## src/rtl/strobe_div_pkg.sv

```systemverilog
package strobe_div_pkg;
   localparam int CTRL_W      = 32;
   localparam int EN_POS      = 0;
   localparam int RSTREQ_POS  = 1;
   localparam int LOAD_POS    = 2;
   localparam int FIELD_LSB   = 4;
   localparam int LOCK_STD    = 31;
   localparam int LOCK_ALT    = 27;

   function automatic int lock_pos(input bit alt);
      return alt ? LOCK_ALT : LOCK_STD;
   endfunction
endpackage

```

## src/rtl/strobe_div_regs.sv

```systemverilog
module strobe_div_regs
   import strobe_div_pkg::*;
#(
   parameter int DIV_W       = 8,
   parameter bit LOCK_AT_ALT = 1'b0
) (
   input  logic              clk_i,
   input  logic              rst_i,
   input  logic              bus_wr_i,
   input  logic [CTRL_W-1:0] bus_wdata_i,
   input  logic              locked_i,
   output logic [CTRL_W-1:0] bus_rdata_o,
   output logic              en_o,
   output logic [DIV_W-1:0]  div_act_o,
   output logic              load_o,
   output logic              rstreq_o
);
   localparam int FIELD_TOP = FIELD_LSB + DIV_W;

   logic [DIV_W-1:0]  field_q;
   logic [DIV_W-1:0]  wr_field;
   logic [CTRL_W-1:0] lock_vec;
   logic              unused_wbits;

   assign wr_field     = bus_wdata_i[FIELD_LSB +: DIV_W];
   assign load_o       = bus_wr_i & bus_wdata_i[LOAD_POS];
   assign rstreq_o     = bus_wr_i & bus_wdata_i[RSTREQ_POS];
   assign unused_wbits = ^{bus_wdata_i[3], bus_wdata_i[CTRL_W-1:FIELD_TOP]};

   always_ff @(posedge clk_i) begin
      if (rst_i) begin
         en_o      <= 1'b0;
         field_q   <= DIV_W'(1);
         div_act_o <= DIV_W'(1);
      end else if (bus_wr_i) begin
         en_o    <= bus_wdata_i[EN_POS];
         field_q <= wr_field;
         if (bus_wdata_i[LOAD_POS])
            div_act_o <= wr_field;
      end
   end

   generate
      if (LOCK_AT_ALT) begin : g_lock_alt
         assign lock_vec = CTRL_W'(locked_i) << LOCK_ALT;
      end else begin : g_lock_std
         assign lock_vec = CTRL_W'(locked_i) << LOCK_STD;
      end
   endgenerate

   always_comb begin
      bus_rdata_o                        = lock_vec;
      bus_rdata_o[EN_POS]                = en_o;
      bus_rdata_o[FIELD_LSB +: DIV_W]    = field_q;
   end

   // the active ratio moves only on a load write
   p_stage_only_r5: assert property (@(posedge clk_i) disable iff (rst_i)
      !load_o |=> $stable(div_act_o));
   // a load takes the ratio of the same write
   p_load_takes_r6: assert property (@(posedge clk_i) disable iff (rst_i)
      load_o |=> div_act_o == $past(wr_field));
endmodule

```

## src/rtl/strobe_div_counter.sv

```systemverilog
module strobe_div_counter #(
   parameter int DIV_W = 8
) (
   input  logic             clk_i,
   input  logic             rst_i,
   input  logic             en_i,
   input  logic [DIV_W-1:0] div_i,
   input  logic             load_i,
   output logic             tick_o,
   output logic             locked_o
);
   logic [DIV_W-1:0] eff;
   logic [DIV_W-1:0] cnt_q;
   logic             wrap;

   assign eff    = (div_i == '0) ? DIV_W'(1) : div_i;
   assign wrap   = (cnt_q == eff - DIV_W'(1));
   assign tick_o = en_i & wrap;

   always_ff @(posedge clk_i) begin
      if (rst_i) begin
         cnt_q    <= '0;
         locked_o <= 1'b1;
      end else if (load_i) begin
         cnt_q    <= '0;
         locked_o <= 1'b0;
      end else begin
         cnt_q <= wrap ? '0 : cnt_q + DIV_W'(1);
         if (wrap)
            locked_o <= 1'b1;
      end
   end

   // counter never passes the active ratio
   p_cnt_range_r3: assert property (@(posedge clk_i) disable iff (rst_i)
      cnt_q < eff);
   // no back-to-back strobes unless the ratio is 1
   p_tick_spacing_r3: assert property (@(posedge clk_i) disable iff (rst_i)
      (tick_o && !load_i && eff != DIV_W'(1)) |=> !tick_o);
   // lock drops right after a load
   p_lock_drop_r6: assert property (@(posedge clk_i) disable iff (rst_i)
      load_i |=> !locked_o);
   // lock returns only at the end of a full period
   p_lock_rise_r6: assert property (@(posedge clk_i) disable iff (rst_i)
      $rose(locked_o) |-> $past(wrap) && !$past(load_i));
endmodule

```

## src/rtl/strobe_div_rstpulse.sv

```systemverilog
module strobe_div_rstpulse #(
   parameter int RST_CYCLES = 125
) (
   input  logic clk_i,
   input  logic rst_i,
   input  logic req_i,
   output logic pulse_o
);
   localparam int CW = $clog2(RST_CYCLES + 1);

   logic [CW-1:0] left_q;

   always_ff @(posedge clk_i) begin
      if (rst_i)
         left_q <= '0;
      else if (req_i)
         left_q <= CW'(RST_CYCLES);
      else if (left_q != '0)
         left_q <= left_q - CW'(1);
   end

   assign pulse_o = (left_q != '0);

   // a request raises the pulse in the next cycle
   p_req_starts_r9: assert property (@(posedge clk_i) disable iff (rst_i)
      req_i |=> pulse_o);
   // the pulse cannot end while more than one cycle remains
   p_pulse_hold_r9: assert property (@(posedge clk_i) disable iff (rst_i)
      (pulse_o && left_q > CW'(1)) |=> pulse_o);
endmodule

```

## src/rtl/strobe_divider.sv

```systemverilog
module strobe_divider
   import strobe_div_pkg::*;
#(
   parameter int DIV_W       = 8,
   parameter bit LOCK_AT_ALT = 1'b0,
   parameter int RST_CYCLES  = 125
) (
   input  logic        clk_i,
   input  logic        rst_i,
   input  logic        bus_wr_i,
   input  logic [31:0] bus_wdata_i,
   output logic [31:0] bus_rdata_o,
   output logic        tick_o,
   output logic        domain_rst_o
);
   generate
      if (DIV_W < 1 || FIELD_LSB + DIV_W > LOCK_ALT) begin : g_bad_width
         $error("DIV_W must fit between bit 4 and the lock bit");
      end
      if (RST_CYCLES < 1) begin : g_bad_rst
         $error("RST_CYCLES must be at least 1");
      end
   endgenerate

   logic             en;
   logic [DIV_W-1:0] div_act;
   logic             load;
   logic             rstreq;
   logic             locked;

   strobe_div_regs #(.DIV_W(DIV_W), .LOCK_AT_ALT(LOCK_AT_ALT)) u_regs (
      .clk_i       (clk_i),
      .rst_i       (rst_i),
      .bus_wr_i    (bus_wr_i),
      .bus_wdata_i (bus_wdata_i),
      .locked_i    (locked),
      .bus_rdata_o (bus_rdata_o),
      .en_o        (en),
      .div_act_o   (div_act),
      .load_o      (load),
      .rstreq_o    (rstreq)
   );

   strobe_div_counter #(.DIV_W(DIV_W)) u_cnt (
      .clk_i    (clk_i),
      .rst_i    (rst_i),
      .en_i     (en),
      .div_i    (div_act),
      .load_i   (load),
      .tick_o   (tick_o),
      .locked_o (locked)
   );

   strobe_div_rstpulse #(.RST_CYCLES(RST_CYCLES)) u_rst (
      .clk_i   (clk_i),
      .rst_i   (rst_i),
      .req_i   (rstreq),
      .pulse_o (domain_rst_o)
   );

   // a disabled block never strobes
   p_gate_r8: assert property (@(posedge clk_i) disable iff (rst_i)
      !bus_rdata_o[EN_POS] |-> !tick_o);
   // command bits never read back as set
   p_selfclear_r10: assert property (@(posedge clk_i) disable iff (rst_i)
      bus_rdata_o[LOAD_POS] == 1'b0 && bus_rdata_o[RSTREQ_POS] == 1'b0);
endmodule

```

## config.mk

```make
export PLATFORM = sky130hd
export DESIGN_NAME = strobe_divider
export DESIGN_NICKNAME = d
export VERILOG_FILES = /design/src/rtl/strobe_div_pkg.sv /design/src/rtl/strobe_div_regs.sv /design/src/rtl/strobe_div_counter.sv /design/src/rtl/strobe_div_rstpulse.sv /design/src/rtl/strobe_divider.sv
export SDC_FILE = /design/constraint.sdc
export NUM_CORES = 1
export LEC_CHECK = 0
export BUFFER_PORTS_ARGS = -buffer_cell sky130_fd_sc_hd__buf_2
export CAP_MARGIN = 25
export CORE_UTILIZATION = 45
export CTS_BUF_LIST = sky130_fd_sc_hd__clkbuf_8 sky130_fd_sc_hd__clkbuf_16
export DETAILED_ROUTE_END_ITERATION = 6
export GPL_TIMING_DRIVEN = 0
export PLACE_DENSITY = 0.81
export RECOVER_POWER = 25
export SYNTH_ARGS = -nofsm -noshare
export SYNTH_HDL_FRONTEND = slang
export SYNTH_HIERARCHICAL = 1
export SYNTH_SLANG_ARGS = --single-unit
```

## constraint.sdc

```tcl
create_clock -name clk_i -period 3.2 [get_ports clk_i]
set_clock_uncertainty 0.1 [all_clocks]
set_input_delay 0.32 -clock clk_i [delete_from_list [all_inputs] [get_ports clk_i]]
set_output_delay 0.32 -clock clk_i [all_outputs]
set_load 0.005 [all_outputs]
```

==> results by group <==
Die
  • Top Ports: 69
  • Die area: between 4000 and 5000 µm²
  • Initial Util: a little under half
  • Rows: 23
  • Die Height: just under 70 µm
  • Die W: around 68 µm
  • Placeable Area: about 4100 µm²

Setup path
  • Delay-heaviest family, CP: compound AO/OA/AOI/OAI gates
  • Worst Path Required: approximately 2.8 ns
  • Crit path cell chain: nor3_4, a31oi_4, ha_1, nor2b_1, a21o_1, a21oi_1, o2111a_2, and2_1, buf_2
  • Crit path buf inv count: 1
  • Critical path launch point type: register
  • Levels on crit path: 9
  • Largest stage delay, worst path: 0.38 ns
  • Critical path fanouts, max: 7
  • Crit-path slowest cell: dfxtp_1
  • Worst setup path category: register to primary output
  • Worst Setup End Kind: primary output
  • Crit path DAT: ~2.6 ns
  • Reg2Reg Depth: 9

Timing
  • Final hold violations: 0
  • Slew headroom: between 60 and 70%
  • Fin. max-slew vios: 0
  • Worst-Margin Slew: 0.530 ns
  • Max Freq: 327 MHz
  • Final setup fails: 0
  • Fin crit period: about 3 ns
  • Fin crit share: 95.4%

Synth
  • Synth Register Bits: 33
  • Most frequent cells after synthesis: dfxtp_1 (33), buf_4 (26), nor2_1 (17)
  • Post-synth EDFFs: 0
  • Mapped Cells: between 200 and 250
  • Area leader, netlist: dfxtp_1
  • Async SR Flop Fraction: 0%
  • Syn_area_per_cell: about 9.4 µm²
  • Netlist Area Pre-Place: just under 2000 µm²
  • Count leader, synth: dfxtp_1
  • Synth warnings: 6
  • Post-synth top flop: dfxtp_1
  • Netlist cell types: 58
  • Synth area leaders: dfxtp_1 (34%), buf_4 (10%), mux2i_1 (4.1%), a21oi_1 (3.3%), nor2_1 (3.3%)
  • Sequential area share after synthesis: approximately a third
  • Post-synth top area share: 33.8%

Finish
  • Finished Layout Cells: between 300 and 400
  • Multi-input logic area: approximately 1100 µm²
  • Layout area overhead: 19.3%
  • Fraction of final layout cells sized beyond drive strength 1: 32.8%
  • Antenna cell count: 0
  • Storage cell area: approximately 660 µm²
  • Nets@finish: just over 300
  • Fillers: 363
  • Post-route cell area: 2330 µm²

GRT
  • Largest net degree at the start of global routing: 11
  • First-pass GRT wire length: 6280 µm
  • Vias in the first global route: around 1,500
  • Remaining global-route overflow: 0
  • GRT Resource Usage Total: a little under a fifth
  • Initial antenna violation count: 0

Route
  • Vias per cell: 5.02
  • ANT nets after route: 0
  • Vias: 1,582
  • Routed WL: roughly 3700 µm
  • DRC Markers: 0
  • First drt pass iteration count: 4
  • Initial DRC count: 34
  • Wire per inst: ~12 µm

Placed design
  • Placed cell count: ~300
  • PortBufs: 24
  • DP Wirelength: between 2000 and 3000 µm
  • Routability Congestion: ~0.82
  • Dpl cell area: between 2000 and 2500 µm²

CTS
  • CTS Hold Buffers Added: 0
  • Clock slew at reported path FFs: roughly 0.070 ns
  • TritonCTS Buffers: 5
  • Root Buffer: clkbuf_8
  • CTS tree: built
  • Clk_lat worst skew: around 0.29 ns
  • CTS Buffer Depth: 2
  • CTS Sinks: 33
  • H-tree depth: 2

Job
  • MaxCap Viol Count: 0

Power
  • Tot Pwr: around 1.1 mW
  • Pwr dens: ~450 nW/µm²
  • Pleak: approximately 1.1 nW
  • Peak supply drop: ~0.00033 V

Outcome
  • Outcome: finished clean

Worst hold path
  • WHS Path Cells: 2
  • HP Class: primary input to register
worst paths after layout:
path,startpoint,endpoint,slack (ns)
worst min register to register,u_cnt/locked_o$_SDFFE_PP1P_,u_cnt/locked_o$_SDFFE_PP1P_,0.39
worst max-delay path,u_regs/div_act_o[3]$_SDFFE_PP0P_,tick_o,0.15
worst min-delay path,bus_wdata_i[4],u_regs/field_q[0]$_SDFFE_PP1P_,0.16
worst max register to register,u_regs/div_act_o[3]$_SDFFE_PP0P_,u_cnt/cnt_q[5]$_SDFF_PP0_,0.70
routing by layer:
layer / vias up / global-route usage [%] / share of wire [%]
met5: - / 0 / 0
met4: 0 / 9.11 / 2.5
met3: 7 / 6.33 / 5.3
met2: 44 / 32.2 / 49
met1: 724 / 20.0 / 43
li1: 807 / - / -
registers in the layout (all words and copies together) (netlist names):
signal and flops:
u_cnt/cnt_q 8, u_regs/div_act_o 8, u_regs/field_q 8, u_rst/left_q 7
u_cnt/locked_o 1, u_regs/en_o 1
metrics by stage:
step / hold WS, ns / utilization, % / TNS (ns) / setup slack (ns)
5_1_grt: 0.154 / 57.0 / -0.00348 / -0.00348
2_1_floorplan: 0.289 / - / 0 / 0.763
6_report: 0.159 / 57.0 / 0 / 0.146
3_3_place_gp: 0.369 / 54.2 / 0 / 0.416
3_5_place_dp: 0.376 / 54.2 / 0 / 0.387
4_1_cts: 0.151 / 56.3 / 0 / 0.0212
cells by family (layout without fill, tap and decap cells):
group	after synthesis	count (layout)	share of synthesized area, %
xor+xnor	13	13	6.53
mux	9	9	4.87
fa+ha+maj	3	3	1.92
other cells	1	22	0.192
flops	33	33	33.8
buf+inv	38	73	13.6
simple gates	67	67	21.3
compound gates	45	45	17.8
what timing repair did:
| action | in CTS | in global routing |
|---|---|---|
| endpoints found under the setup margin | 0 | 1 |
| gates resized for setup | 0 | 1 |
| buffers inserted | 0 | 4 |
report_power, final:
| part | switching [mW] | internal [mW] |
|---|---|---|
| logic | 0.123 | 0.139 |
| clock network | 0.150 | 0.167 |
| registers | 0.0352 | 0.443 |
cells in the final DEF (no fill, tap or decap), types with 3 or more instances in the layout:
master	synthesis	final
a21bo_2	5	5
nor3_1	5	5
mux2i_1	8	8
dfxtp_1	33	33
conb_1	1	22
nor3_2	6	6
clkbuf_8	0	6
o31ai_1	3	3
buf_2	1	23
clkbuf_1	0	3
nor2_1	17	16
and2_1	3	3
nand2b_1	5	5
inv_1	7	8
xor2_1	7	7
xnor2_1	5	5
nand3_1	10	10
o21ai_0	3	3
a31oi_1	3	3
a21oi_1	13	13
buf_4	26	30
ha_1	3	3
final cells by class:
class	instances	area share (%)
clock inverters	1	0.161
multi-input cells	159	47.6
plain buffers	31	10.2
clock buffers	6	3.54
flip-flops and latches	33	28.3
well taps	50	2.68
inverters	7	1.13
repair buffers	28	6.39
Note: power is estimated with default switching activity, not from simulation.
